==> src/rtl/vca_pkg.sv <==
package vca_pkg;
  typedef enum logic [1:0] {
    OP_ISSUE  = 2'd0,
    OP_PAUSE  = 2'd1,
    OP_RESUME = 2'd2,
    OP_TERM   = 2'd3
  } vca_op_e;

  typedef enum logic [1:0] {
    SC_IDLE = 2'd0,
    SC_SCAN = 2'd1,
    SC_FIRE = 2'd2
  } scan_st_e;
endpackage

==> src/rtl/vca_queue.sv <==
module vca_queue #(
  parameter int DEPTH = 53,
  parameter int IDW   = 6
) (
  input  logic             clk_i,
  input  logic             rst_ni,
  input  logic             push_i,
  input  logic [IDW-1:0]   push_id_i,
  input  logic             del_i,
  input  logic [IDW-1:0]   del_id_i,
  output logic [IDW-1:0]   head_o,
  output logic             empty_o,
  output logic [DEPTH-1:0] queued_o
);
  localparam int CW = $clog2(DEPTH + 1);

  logic [IDW-1:0]   q_q   [DEPTH];
  logic [IDW-1:0]   q_nxt [DEPTH];
  logic [CW-1:0]    cnt_q, cnt_del;
  logic [DEPTH-1:0] match, shift, queued_q, queued_nxt;
  logic             found;

  // locate deleted entry; everything at or above it slides down one slot
  always_comb begin
    for (int k = 0; k < DEPTH; k++)
      match[k] = del_i && (CW'(k) < cnt_q) && (q_q[k] == del_id_i);
    shift[0] = match[0];
    for (int k = 1; k < DEPTH; k++)
      shift[k] = shift[k-1] | match[k];
    found   = shift[DEPTH-1];
    cnt_del = cnt_q - CW'(found);
  end

  always_comb begin
    for (int k = 0; k < DEPTH - 1; k++)
      q_nxt[k] = shift[k] ? q_q[k+1] : q_q[k];
    q_nxt[DEPTH-1] = shift[DEPTH-1] ? '0 : q_q[DEPTH-1];
    for (int k = 0; k < DEPTH; k++)
      if (push_i && cnt_del == CW'(k)) q_nxt[k] = push_id_i;
    queued_nxt = queued_q;
    for (int r = 0; r < DEPTH; r++) begin
      if (found && del_id_i == IDW'(r)) queued_nxt[r] = 1'b0;
      if (push_i && push_id_i == IDW'(r)) queued_nxt[r] = 1'b1;
    end
  end

  always_ff @(posedge clk_i or negedge rst_ni) begin
    if (!rst_ni) begin
      cnt_q    <= '0;
      queued_q <= '0;
      for (int k = 0; k < DEPTH; k++) q_q[k] <= '0;
    end else begin
      cnt_q    <= cnt_del + CW'(push_i);
      queued_q <= queued_nxt;
      for (int k = 0; k < DEPTH; k++) q_q[k] <= q_nxt[k];
    end
  end

  assign head_o   = q_q[0];
  assign empty_o  = (cnt_q == '0);
  assign queued_o = queued_q;

  AST_Q_NO_DUP: assert property (@(posedge clk_i) disable iff (!rst_ni)
    push_i |-> !queued_q[push_id_i]);
  AST_Q_NO_OVERFLOW: assert property (@(posedge clk_i) disable iff (!rst_ni)
    push_i |-> (cnt_del < CW'(DEPTH)));
  AST_Q_FLAGS_MATCH: assert property (@(posedge clk_i) disable iff (!rst_ni)
    $countones(queued_q) == int'(cnt_q));
endmodule

==> src/rtl/vca_chan_table.sv <==
module vca_chan_table import vca_pkg::*; #(
  parameter int NUM_CH = 16,
  parameter int IDW    = 6,
  parameter int CHW    = 4
) (
  input  logic              clk_i,
  input  logic              rst_ni,
  input  logic [NUM_CH-1:0] done_i,
  input  logic [NUM_CH-1:0] more_i,
  input  logic              bind_i,
  input  logic [CHW-1:0]    bind_ch_i,
  input  logic [IDW-1:0]    bind_req_i,
  input  logic              cmd_ok_i,
  input  vca_op_e           cmd_op_i,
  input  logic [IDW-1:0]    cmd_req_i,
  output logic              req_bound_o,
  output logic [NUM_CH-1:0] restart_o,
  output logic [NUM_CH-1:0] kill_o,
  output logic [NUM_CH-1:0] bound_o,
  output logic [NUM_CH-1:0] pause_o,
  output logic [NUM_CH-1:0] stop_o
);
  logic [IDW-1:0]    owner_q [NUM_CH];
  logic [NUM_CH-1:0] bound_q, pause_q, stop_q;
  logic [NUM_CH-1:0] rel, keep, hit, t_hit, p_hit, r_hit;

  // completions are resolved before the command sees the binding
  always_comb begin
    for (int c = 0; c < NUM_CH; c++) begin
      rel[c]  = bound_q[c] & done_i[c] & ~more_i[c];
      keep[c] = bound_q[c] & done_i[c] &  more_i[c];
      hit[c]  = cmd_ok_i & bound_q[c] & ~rel[c] & (owner_q[c] == cmd_req_i);
    end
    t_hit = hit & {NUM_CH{cmd_op_i == OP_TERM}};
    p_hit = hit & {NUM_CH{cmd_op_i == OP_PAUSE}};
    r_hit = hit & {NUM_CH{cmd_op_i == OP_RESUME}};
  end

  always_ff @(posedge clk_i or negedge rst_ni) begin
    if (!rst_ni) begin
      bound_q <= '0;
      pause_q <= '0;
      stop_q  <= '0;
      for (int c = 0; c < NUM_CH; c++) owner_q[c] <= '0;
    end else begin
      stop_q <= t_hit;
      for (int c = 0; c < NUM_CH; c++) begin
        if (bind_i && bind_ch_i == CHW'(c)) begin
          bound_q[c] <= 1'b1;
          pause_q[c] <= 1'b0;
          owner_q[c] <= bind_req_i;
        end else begin
          bound_q[c] <= bound_q[c] & ~rel[c] & ~t_hit[c];
          pause_q[c] <= (pause_q[c] | p_hit[c]) & ~(r_hit[c] | t_hit[c] | rel[c]);
        end
      end
    end
  end

  assign req_bound_o = |hit;
  assign restart_o   = keep & ~t_hit;
  assign kill_o      = rel | t_hit;
  assign bound_o     = bound_q;
  assign pause_o     = pause_q;
  assign stop_o      = stop_q;

  AST_BIND_FREE: assert property (@(posedge clk_i) disable iff (!rst_ni)
    bind_i |-> !bound_q[bind_ch_i]);
  AST_ONE_BINDING: assert property (@(posedge clk_i) disable iff (!rst_ni)
    cmd_ok_i |-> $onehot0(hit));
  for (genvar c = 0; c < NUM_CH; c++) begin : g_chk
    AST_PAUSE_BOUND: assert property (@(posedge clk_i) disable iff (!rst_ni)
      pause_q[c] |-> bound_q[c]);
    AST_STOP_CLEARS: assert property (@(posedge clk_i) disable iff (!rst_ni)
      stop_q[c] |-> (!bound_q[c] && !pause_q[c]));
  end
endmodule

==> src/rtl/vca_scan.sv <==
module vca_scan import vca_pkg::*; #(
  parameter int NUM_CH = 16,
  parameter int CHW    = 4
) (
  input  logic              clk_i,
  input  logic              rst_ni,
  input  logic              q_empty_i,
  input  logic [NUM_CH-1:0] bound_i,
  input  logic              stall_i,
  output logic              take_o,
  output logic [CHW-1:0]    ptr_o,
  output logic              fire_o,
  output logic [NUM_CH-1:0] fire_mask_o
);
  scan_st_e          st_q;
  logic [CHW-1:0]    ptr_q;
  logic [NUM_CH-1:0] amask_q;

  assign take_o = (st_q == SC_SCAN) && !stall_i && !q_empty_i && !bound_i[ptr_q];

  always_ff @(posedge clk_i or negedge rst_ni) begin
    if (!rst_ni) begin
      st_q    <= SC_IDLE;
      ptr_q   <= '0;
      amask_q <= '0;
    end else begin
      unique case (st_q)
        SC_IDLE: begin
          if (!q_empty_i && !(&bound_i)) begin
            st_q  <= SC_SCAN;
            ptr_q <= '0;
          end
        end
        SC_SCAN: begin
          if (!stall_i) begin
            if (take_o) amask_q[ptr_q] <= 1'b1;
            // line drained or last channel visited: close the pass
            if (q_empty_i || ptr_q == CHW'(NUM_CH - 1)) st_q <= SC_FIRE;
            else ptr_q <= ptr_q + 1'b1;
          end
        end
        SC_FIRE: begin
          st_q    <= SC_IDLE;
          amask_q <= '0;
        end
        default: st_q <= SC_IDLE;
      endcase
    end
  end

  assign ptr_o       = ptr_q;
  assign fire_o      = (st_q == SC_FIRE);
  assign fire_mask_o = amask_q;

  AST_SCAN_STALL: assert property (@(posedge clk_i) disable iff (!rst_ni)
    (st_q == SC_SCAN && stall_i) |=> ($stable(ptr_q) && $stable(amask_q)));
endmodule

==> src/rtl/vchan_alloc.sv <==
module vchan_alloc import vca_pkg::*; #(
  parameter int NUM_REQ = 53,
  parameter int NUM_CH  = 16
) (
  input  logic                       clk_i,
  input  logic                       rst_ni,
  input  logic                       cmd_vld_i,
  input  logic [1:0]                 cmd_op_i,
  input  logic [$clog2(NUM_REQ)-1:0] cmd_req_i,
  input  logic                       cmd_work_i,
  input  logic [NUM_CH-1:0]          ch_done_i,
  input  logic [NUM_CH-1:0]          ch_more_i,
  output logic                       grant_vld_o,
  output logic [$clog2(NUM_REQ)-1:0] grant_req_o,
  output logic [$clog2(NUM_CH)-1:0]  grant_ch_o,
  output logic [NUM_CH-1:0]          ch_start_o,
  output logic [NUM_CH-1:0]          ch_stop_o,
  output logic [NUM_CH-1:0]          ch_pause_o,
  output logic [NUM_CH-1:0]          ch_bound_o
);
  localparam int RW   = $clog2(NUM_REQ);
  localparam int CHW  = $clog2(NUM_CH);
  localparam int RPAD = 1 << RW;

  vca_op_e           op;
  logic              cmd_ok, req_bound, is_queued, cmd_push, cmd_del;
  logic              take, q_empty, fire;
  logic [RW-1:0]     head;
  logic [CHW-1:0]    ptr;
  logic [NUM_REQ-1:0] q_queued;
  logic [RPAD-1:0]   q_pad;
  logic [NUM_CH-1:0] restart, kill, bound, fire_mask, start_nxt;

  assign op     = vca_op_e'(cmd_op_i);
  assign cmd_ok = cmd_vld_i && ({1'b0, cmd_req_i} < (RW + 1)'(NUM_REQ));

  always_comb begin
    q_pad = '0;
    q_pad[NUM_REQ-1:0] = q_queued;
  end
  assign is_queued = q_pad[cmd_req_i];

  assign cmd_push = cmd_ok && !req_bound && !is_queued &&
                    (op == OP_ISSUE || (op == OP_RESUME && cmd_work_i));
  assign cmd_del  = cmd_ok && is_queued && (op == OP_PAUSE || op == OP_TERM);

  vca_queue #(.DEPTH(NUM_REQ), .IDW(RW)) u_queue (
    .clk_i     (clk_i),
    .rst_ni    (rst_ni),
    .push_i    (cmd_push),
    .push_id_i (cmd_req_i),
    .del_i     (cmd_del | take),
    .del_id_i  (take ? head : cmd_req_i),
    .head_o    (head),
    .empty_o   (q_empty),
    .queued_o  (q_queued)
  );

  vca_chan_table #(.NUM_CH(NUM_CH), .IDW(RW), .CHW(CHW)) u_table (
    .clk_i       (clk_i),
    .rst_ni      (rst_ni),
    .done_i      (ch_done_i),
    .more_i      (ch_more_i),
    .bind_i      (take),
    .bind_ch_i   (ptr),
    .bind_req_i  (head),
    .cmd_ok_i    (cmd_ok),
    .cmd_op_i    (op),
    .cmd_req_i   (cmd_req_i),
    .req_bound_o (req_bound),
    .restart_o   (restart),
    .kill_o      (kill),
    .bound_o     (bound),
    .pause_o     (ch_pause_o),
    .stop_o      (ch_stop_o)
  );

  vca_scan #(.NUM_CH(NUM_CH), .CHW(CHW)) u_scan (
    .clk_i       (clk_i),
    .rst_ni      (rst_ni),
    .q_empty_i   (q_empty),
    .bound_i     (bound),
    .stall_i     (cmd_vld_i),
    .take_o      (take),
    .ptr_o       (ptr),
    .fire_o      (fire),
    .fire_mask_o (fire_mask)
  );

  assign start_nxt = restart | ({NUM_CH{fire}} & fire_mask & bound & ~kill);

  always_ff @(posedge clk_i or negedge rst_ni) begin
    if (!rst_ni) begin
      grant_vld_o <= 1'b0;
      grant_req_o <= '0;
      grant_ch_o  <= '0;
      ch_start_o  <= '0;
    end else begin
      grant_vld_o <= take;
      ch_start_o  <= start_nxt;
      if (take) begin
        grant_req_o <= head;
        grant_ch_o  <= ptr;
      end
    end
  end

  assign ch_bound_o = bound;

  AST_GRANT_BOUND: assert property (@(posedge clk_i) disable iff (!rst_ni)
    grant_vld_o |-> ch_bound_o[grant_ch_o]);
  AST_START_BOUND: assert property (@(posedge clk_i) disable iff (!rst_ni)
    (ch_start_o & ~ch_bound_o) == '0);
  AST_START_STOP_EXCL: assert property (@(posedge clk_i) disable iff (!rst_ni)
    (ch_start_o & ch_stop_o) == '0);
endmodule

==> config.mk <==
export PLATFORM = sky130hd
export DESIGN_NAME = vchan_alloc
export DESIGN_NICKNAME = d
export VERILOG_FILES = /design/src/rtl/vca_pkg.sv /design/src/rtl/vca_queue.sv /design/src/rtl/vca_chan_table.sv /design/src/rtl/vca_scan.sv /design/src/rtl/vchan_alloc.sv
export SDC_FILE = /design/constraint.sdc
export NUM_CORES = 1
export LEC_CHECK = 0
export BUFFER_PORTS_ARGS = -buffer_cell sky130_fd_sc_hd__buf_2
export CAP_MARGIN = 10
export CORE_MARGIN = 2
export CORE_UTILIZATION = 45
export DETAILED_ROUTE_END_ITERATION = 12
export PLACE_DENSITY = 0.7
export SETUP_SLACK_MARGIN = 0.4
export SLEW_MARGIN = 40
export SYNTH_ARGS = -nofsm -noshare
export SYNTH_HDL_FRONTEND = slang
export SYNTH_SLANG_ARGS = --single-unit
==> constraint.sdc <==
create_clock -name clk_i -period 7.3 [get_ports clk_i]
set_clock_uncertainty 0.2 [all_clocks]
set_input_delay 0.73 -clock clk_i [delete_from_list [all_inputs] [get_ports clk_i]]
set_output_delay 0.73 -clock clk_i [all_outputs]
set_load 0.02 [all_outputs]
==> results of run 1 <==
routing by layer:
layer / vias up / part of all wire, % / GRT usage, %
li1: 14548 / - / -
met1: 16232 / 39 / 43.1
met2: 2362 / 44 / 48.9
met3: 561 / 11 / 6.91
met4: 4 / 6.1 / 17.6
met5: - / 0.048 / 0
flip-flops by register name, indices dropped and copies added (netlist names):
signal and count:
u_scan.ptr_o 4, grant_ch_o 4, u_scan.fire_mask_o 16, u_queue.cnt_q 6, ch_start_o 16, grant_req_o 6, u_queue.queued_o 53, u_table.stop_o 16
u_queue.q_q 312, grant_vld_o 1, u_table.owner_q 96, u_table.bound_o 16, u_queue.head_o 6, u_scan.st_q 2, u_table.pause_o 16
layout by cell type (no fill, tap or decap), types with 25 or more instances in the layout:
| cell | netlist | routed |
|---|---|---|
| a2111oi_0 | 27 | 25 |
| a21oi_1 | 318 | 317 |
| a221oi_1 | 27 | 27 |
| and3_1 | 30 | 28 |
| buf_2 | 54 | 111 |
| buf_4 | 11 | 179 |
| clkbuf_16 | 0 | 68 |
| dfrtp_1 | 570 | 562 |
| inv_1 | 91 | 88 |
| mux2_2 | 53 | 53 |
| mux2i_1 | 180 | 180 |
| nand2_1 | 463 | 449 |
| nand2b_1 | 43 | 42 |
| nand3_1 | 101 | 92 |
| nand4_1 | 56 | 56 |
| nor2_1 | 379 | 365 |
| nor2b_1 | 40 | 40 |
| nor3_1 | 75 | 72 |
| nor4_1 | 70 | 66 |
| o21ai_0 | 194 | 193 |
| o221ai_1 | 99 | 99 |
| o22ai_1 | 58 | 57 |
| xnor2_1 | 281 | 280 |
| xor2_1 | 192 | 192 |
timing repair:
item / in CTS / in global routing
endpoints found under the setup margin: 116 / 310
endpoints found under the hold margin: 28 / 0
gates resized for setup: 8 / 47
hold buffers: 1 / 0
pin swaps: 0 / 3
area by class of cell:
type | instances | area, um^2 | area share [%]
multi-input cells | 3064 | 20000 | 49.3
clock inverters | 26 | 398 | 0.983
diodes | 2 | 5.00 | 0.0124
clock buffers | 96 | 1950 | 4.81
repair buffers | 308 | 2200 | 5.44
inverters | 96 | 362 | 0.894
flip-flops and latches | 570 | 14300 | 35.3
well taps | 1050 | 1310 | 3.25
kinds of logic (layout without fill, tap and decap cells):
family | Yosys count | count (layout)
AND/OR/NAND/NOR | 1364 | 1364
AO/OA/AOI/OAI | 973 | 973
flip-flops | 570 | 570
XOR/XNOR | 473 | 473
buffers and inverters | 414 | 526
multiplexers | 246 | 246
adder cells (fa/ha/maj) | 8 | 8
other | 0 | 2
path summary, 6_finish.rpt:
check / start / to / slack, ns / cells past startpoint
setup / recovery: u_table.bound_o[15] / u_queue.q_q[189] / 0.53 / 24
hold / removal: ch_more_i[8] / ch_start_o[8] / 0.14 / 3
setup reg to reg: u_table.bound_o[15] / u_queue.q_q[189] / 0.53 / 24
hold reg to reg: grant_req_o[1] / grant_req_o[1] / 0.27 / 2
max in group asynchronous: rst_ni / u_table.pause_o[12] / 4.92 / 4
min in group asynchronous: rst_ni / u_table.pause_o[0] / 0.39 / 2
per-stage QoR:
stage	utilization [%]	std cells
after floorplan	-	4048
after global placement	48.0	5085
after detailed placement	48.1	5086
after CTS	51.1	5209
after global routing	51.4	5210
final	51.4	5212
report_power, final:
part           total (W)  internal (W)  switching [W]
sequential       0.00528       0.00406        0.00121
clock            0.00360       0.00213        0.00147
combinational    0.00861       0.00319        0.00542
synth_stat cells, types with 9 or more instances:
cell,number,share of area [%]
o21a_1,16,0.34
a21oi_1,318,4.5
o21ai_1,10,0.14
a21boi_0,10,0.21
o21bai_1,11,0.23
mux4_2,13,0.82
inv_1,91,0.96
and2_1,12,0.21
or3_1,15,0.26
nand3_1,101,1.4
or4_1,14,0.29
dfrtp_1,570,40
a221o_1,10,0.28
buf_1,39,0.41
xnor2_1,281,6.9
o22ai_1,58,1.0
nand4_1,56,0.98
mux2i_1,180,5.1
a222oi_1,11,0.31
buf_2,54,0.76
o221ai_1,99,2.4
and3_1,30,0.53
nor2b_1,40,0.70
a211oi_1,12,0.25
nor3_1,75,1.1
a2111oi_0,27,0.66
o211ai_1,21,0.44
a221oi_1,27,0.66
nand2_1,463,4.9
buf_4,11,0.23
xor2_1,192,4.7
mux2_2,53,1.7
nand3b_1,9,0.19
clkbuf_1,209,2.2
nor2_1,379,4.0
o2111ai_1,13,0.32
nand2b_1,43,0.75
nor4_1,70,1.2
a22oi_1,24,0.51
a31oi_1,22,0.39
o21ai_0,194,2.7
worst max-delay path: stages (launching register included):
cell and delay [ns]:
dfrtp_1 0.43, mux4_2 0.52, and3_1 0.24, nor4_4 0.39, buf_12 0.24, buf_4 0.31, nand2_1 0.22, buf_4 0.27
nand2_1 0.18, buf_4 0.28, o221ai_1 0.15, or4_1 0.57, a21oi_1 0.25, nand4b_1 0.20, nor4_4 0.06, inv_1 0.05
ha_1 0.18, ha_1 0.19, and2_1 0.19, xor2_1 0.30, buf_4 0.21, nand2_1 0.16, nor2_4 0.23, nand2_2 0.20
a311o_1 0.40
==> results.sh, run 1 <==
export IMPL_synth_seq_area_share_pct=40.0
export IMPL_synthCells=4048
export IMPL_clock_fmax_mhz=148
export IMPL_nets=4159
export IMPL_cts_sinks=570
export IMPL_dp_hpwl_um=90400
export IMPL_port_buffer_count=118
export IMPL_synth_mux_area_share_pct=7.55
export IMPL_ir_drop_v=0.000208
export IMPL_crit_path_start_kind="flop"
export IMPL_ys_flop_type="dfrtp_1"
export IMPL_dieArea_mm2=0.0815
export IMPL_via_count=33707
export IMPL_synth_avg_cell_area_um2=8.81
export IMPL_dr_pass1_iters=7
export IMPL_path_clk_slew_ns=0.06
export IMPL_synth_cell_types=89
export IMPL_root_buffer="clkbuf_16"
export IMPL_powerDensity_mw_per_mm2=432
export IMPL_syn_nets=4100
export IMPL_worst_slew_pin_slew_ns=0.878
export IMPL_min_period_over_period_pct=92.8
export IMPL_setup_viol=0
export IMPL_routed_wl_um=134000
export IMPL_grt_usage_pct=32.3
export IMPL_cts_tree="built"
export IMPL_maxCapViolCount=0
export IMPL_grt_pass1_wl_um=203000
export IMPL_hold_viol=0
export IMPL_slew_violations=0
export IMPL_globalplace_congestion=1.06
export IMPL_synth_simple_area_share_pct=18.1
export IMPL_io_pins=119
export IMPL_drcViolationCount=0
export IMPL_setup_ws_ns=0.529
export IMPL_critPathCaptureType="flop"
export IMPL_cp_arrival_ns=7.08
export IMPL_fillers=7241
export IMPL_post_cts_setup_buffer_count=0
export IMPL_hp_class="primary input to flop"
export IMPL_syn_area_mm2=0.0357
export IMPL_cp_max_fo=25
export IMPL_synth_fa_ha_area_share_pct=0.281
export IMPL_cts_buffers=67
export IMPL_synth_xor_area_share_pct=11.6
export IMPL_synth_compound_area_share_pct=17.7
export IMPL_async_reset_ff_share_pct=100
export IMPL_final_area_mm2=0.0405
export IMPL_setup_tns_final_ns=0
export IMPL_drtIter0Drc=4962
export IMPL_drive_gt1_share_pct=14.2
export IMPL_rsz0062_at_grt="true"
export IMPL_antenna_left=0
export IMPL_htreeDepth=3
export IMPL_grt_max_degree=131
export IMPL_grt_overflow_total=0
export IMPL_ys_warn_count=0
export IMPL_path_class="flop to flop"
export IMPL_p_leak_nw=17.8
export IMPL_preCtsSetupSlack_ns=0.131
export IMPL_required_ns=7.61
export IMPL_synth_top_family_by_area="simple AND/OR/NAND/NOR gates"
export IMPL_status="finished clean"
export IMPL_viasPerCell=6.47
export IMPL_clk_latency_ns=0.63
export IMPL_first_global_vias=31935
export IMPL_max_slew_margin_rel_pct=39.9
export IMPL_post_drt_wl_per_cell_um=25.8
export IMPL_ys_ff_latch=570
export IMPL_antenna_found_initial=2
export IMPL_cts_path_max_buffers=3
export IMPL_initial_core_util_pct=45.3
export IMPL_synth_edf_count=0
export IMPL_min_period_ns=6.77
export IMPL_place_area_mm2=0.0379
export IMPL_chipWidth_um=285
export IMPL_syn_to_final_growth_pct=13.5
export IMPL_whs_ns=0.138
export IMPL_rows=103
export IMPL_coreArea_mm2=0.0787
export IMPL_p_total_w=0.0175
export IMPL_die_h_um=285
Power figures use the tool's default switching activity.
==> run 2, diff against run 1 <==
--- a/config.mk
+++ b/config.mk
@@ -10,7 +10,6 @@
 export CORE_MARGIN = 2
 export CORE_UTILIZATION = 45
 export DETAILED_ROUTE_END_ITERATION = 12
-export PLACE_DENSITY = 0.7
 export SETUP_SLACK_MARGIN = 0.4
 export SLEW_MARGIN = 40
 export SYNTH_ARGS = -nofsm -noshare
==> results.sh, run 2 (same netlist as run 1, synthesis figures left out) <==
export IMPL_status="finished clean"
export IMPL_cp_max_fo=21
export IMPL_max_slew_margin_rel_pct=40.7
export IMPL_largest_reg_flops=312
export IMPL_required_ns=7.56
export IMPL_utilization_pct=51.1
export IMPL_dieArea_mm2=0.0815
export IMPL_maxCapViolCount=0
export IMPL_regToRegSetupSlack_ns=0.49
export IMPL_globalplace_congestion=1.04
export IMPL_cp_arrival_ns=7.07
export IMPL_cts_tree="built"
export IMPL_drtIter0Drc=4048
export IMPL_antenna_left=0
export IMPL_setup_viol=0
export IMPL_path_class="flop to flop"
export IMPL_regMostFlops="u_queue.q_q"
export IMPL_crit_path_start_kind="flop"
export IMPL_rsz0062_at_grt="true"
export IMPL_p_leak_nw=17.7
export IMPL_nets=4148
export IMPL_grt_overflow_total=0
export IMPL_io_pins=119
export IMPL_root_buffer="clkbuf_16"
export IMPL_final_cell_mix="dfrtp_1, nand2_1, nor2_1, a21oi_1, xnor2_1"
export IMPL_first_global_vias=31273
export IMPL_htreeDepth=3
export IMPL_preCtsSetupSlack_ns=0.145
export IMPL_coreArea_mm2=0.0787
export IMPL_p_total_w=0.0173
export IMPL_viasPerCell=6.37
export IMPL_min_period_ns=6.81
export IMPL_min_period_over_period_pct=93.3
export IMPL_grt_pass1_wl_um=208000
export IMPL_initial_core_util_pct=45.3
export IMPL_critPathCaptureType="flop"
export IMPL_hp_class="primary input to flop"
export IMPL_antenna_found_initial=2
export IMPL_ir_drop_v=0.000215
export IMPL_hold_viol=0
export IMPL_grt_max_degree=130
export IMPL_path_clk_slew_ns=0.06
export IMPL_setup_ws_ns=0.489
export IMPL_dr_pass1_iters=8
export IMPL_powerDensity_mw_per_mm2=430
export IMPL_clk_latency_ns=0.65
export IMPL_cts_sinks=570
export IMPL_via_count=33108
export IMPL_post_drt_wl_per_cell_um=26.7
export IMPL_drcViolationCount=0
export IMPL_final_common_cell="dfrtp_1"
export IMPL_cts_path_max_buffers=3
export IMPL_dp_hpwl_um=94500
export IMPL_drive_gt1_share_pct=13.6
export IMPL_routed_wl_um=139000
export IMPL_slew_violations=0
export IMPL_worst_slew_pin_slew_ns=0.887
export IMPL_cts_buffers=68
export IMPL_post_cts_setup_buffer_count=0
export IMPL_chipWidth_um=285
export IMPL_port_buffer_count=118
export IMPL_rows=103
export IMPL_grt_usage_pct=33.4
export IMPL_clock_fmax_mhz=147
export IMPL_setup_tns_final_ns=0
export IMPL_die_h_um=285
export IMPL_syn_to_final_growth_pct=12.9
run 2: cell type report:
type / instances / area (um^2)
inverter: 96 / 363
antenna: 3 / 7.51
fill: 7446 / 38500
timing repair buffer: 296 / 2120
clock buffer: 103 / 1990
sequential: 570 / 14300
clock inverter: 19 / 251
multi-input combinational: 3064 / 19900
tap: 1050 / 1310
run 2: repair_timing:
item	in CTS	in global routing
endpoints found under the setup margin	118	298
hold buffers	1	0
pin swaps	1	0
endpoints found under the hold margin	43	0
resized for setup	4	34
run 2: stage by stage:
stage	hold slack (ns)	std cells	area, um^2
3_5_place_dp	0.259	5073	37800
4_1_cts	0.112	5196	40000
3_3_place_gp	0.262	5072	37700
6_report	0.132	5201	40200
2_1_floorplan	0.234	4048	35700
5_1_grt	0.153	5198	40200
run 2: routing by layer:
layer  share of wire (%)  vias to the layer above  global-route usage, %
li1                    -                    14528                      -
met1                  40                    16138                   44.7
met3                 9.5                      495                   6.38
met2                  44                     1947                   51.6
met5                   0                        -                      0
met4                 5.9                        0                   17.5
run 2: final timing paths:
| kind | start | end | depth (start not counted) |
|---|---|---|---|
| min in group asynchronous | rst_ni | ch_start_o[3] | 2 |
| max reg2reg | u_scan.ptr_o[2] | u_queue.q_q[146] | 22 |
| max | u_scan.ptr_o[2] | u_queue.q_q[146] | 22 |
| max in group asynchronous | rst_ni | u_queue.q_q[34] | 4 |
| min | ch_more_i[12] | ch_start_o[12] | 3 |
| min reg2reg | grant_req_o[3] | grant_req_o[3] | 2 |
run 2: power by group:
| part | internal [W] | switching (W) | leakage (nW) |
|---|---|---|---|
| combinational | 0.00315 | 0.00536 | 8.91 |
| sequential | 0.00406 | 0.00127 | 7.65 |
| clock | 0.00201 | 0.00146 | 1.10 |
run 2: worst max-delay path: stages, from the launching register on:
cell and delay, ns:
dfrtp_1 0.63, or3b_2 0.50, o22ai_2 0.28, or2_2 0.42, buf_4 0.39, o21ai_1 0.23, nand2_1 0.30, buf_4 0.31
xnor2_1 0.11, a311oi_1 0.40, a21o_1 0.22, nand4b_1 0.17, nor4_4 0.26, inv_1 0.08, ha_1 0.22, ha_1 0.23
and2_1 0.22, xnor2_2 0.19, nor2_1 0.28, and3_1 0.37, nand2_1 0.32, nand2_1 0.16, o221ai_1 0.13
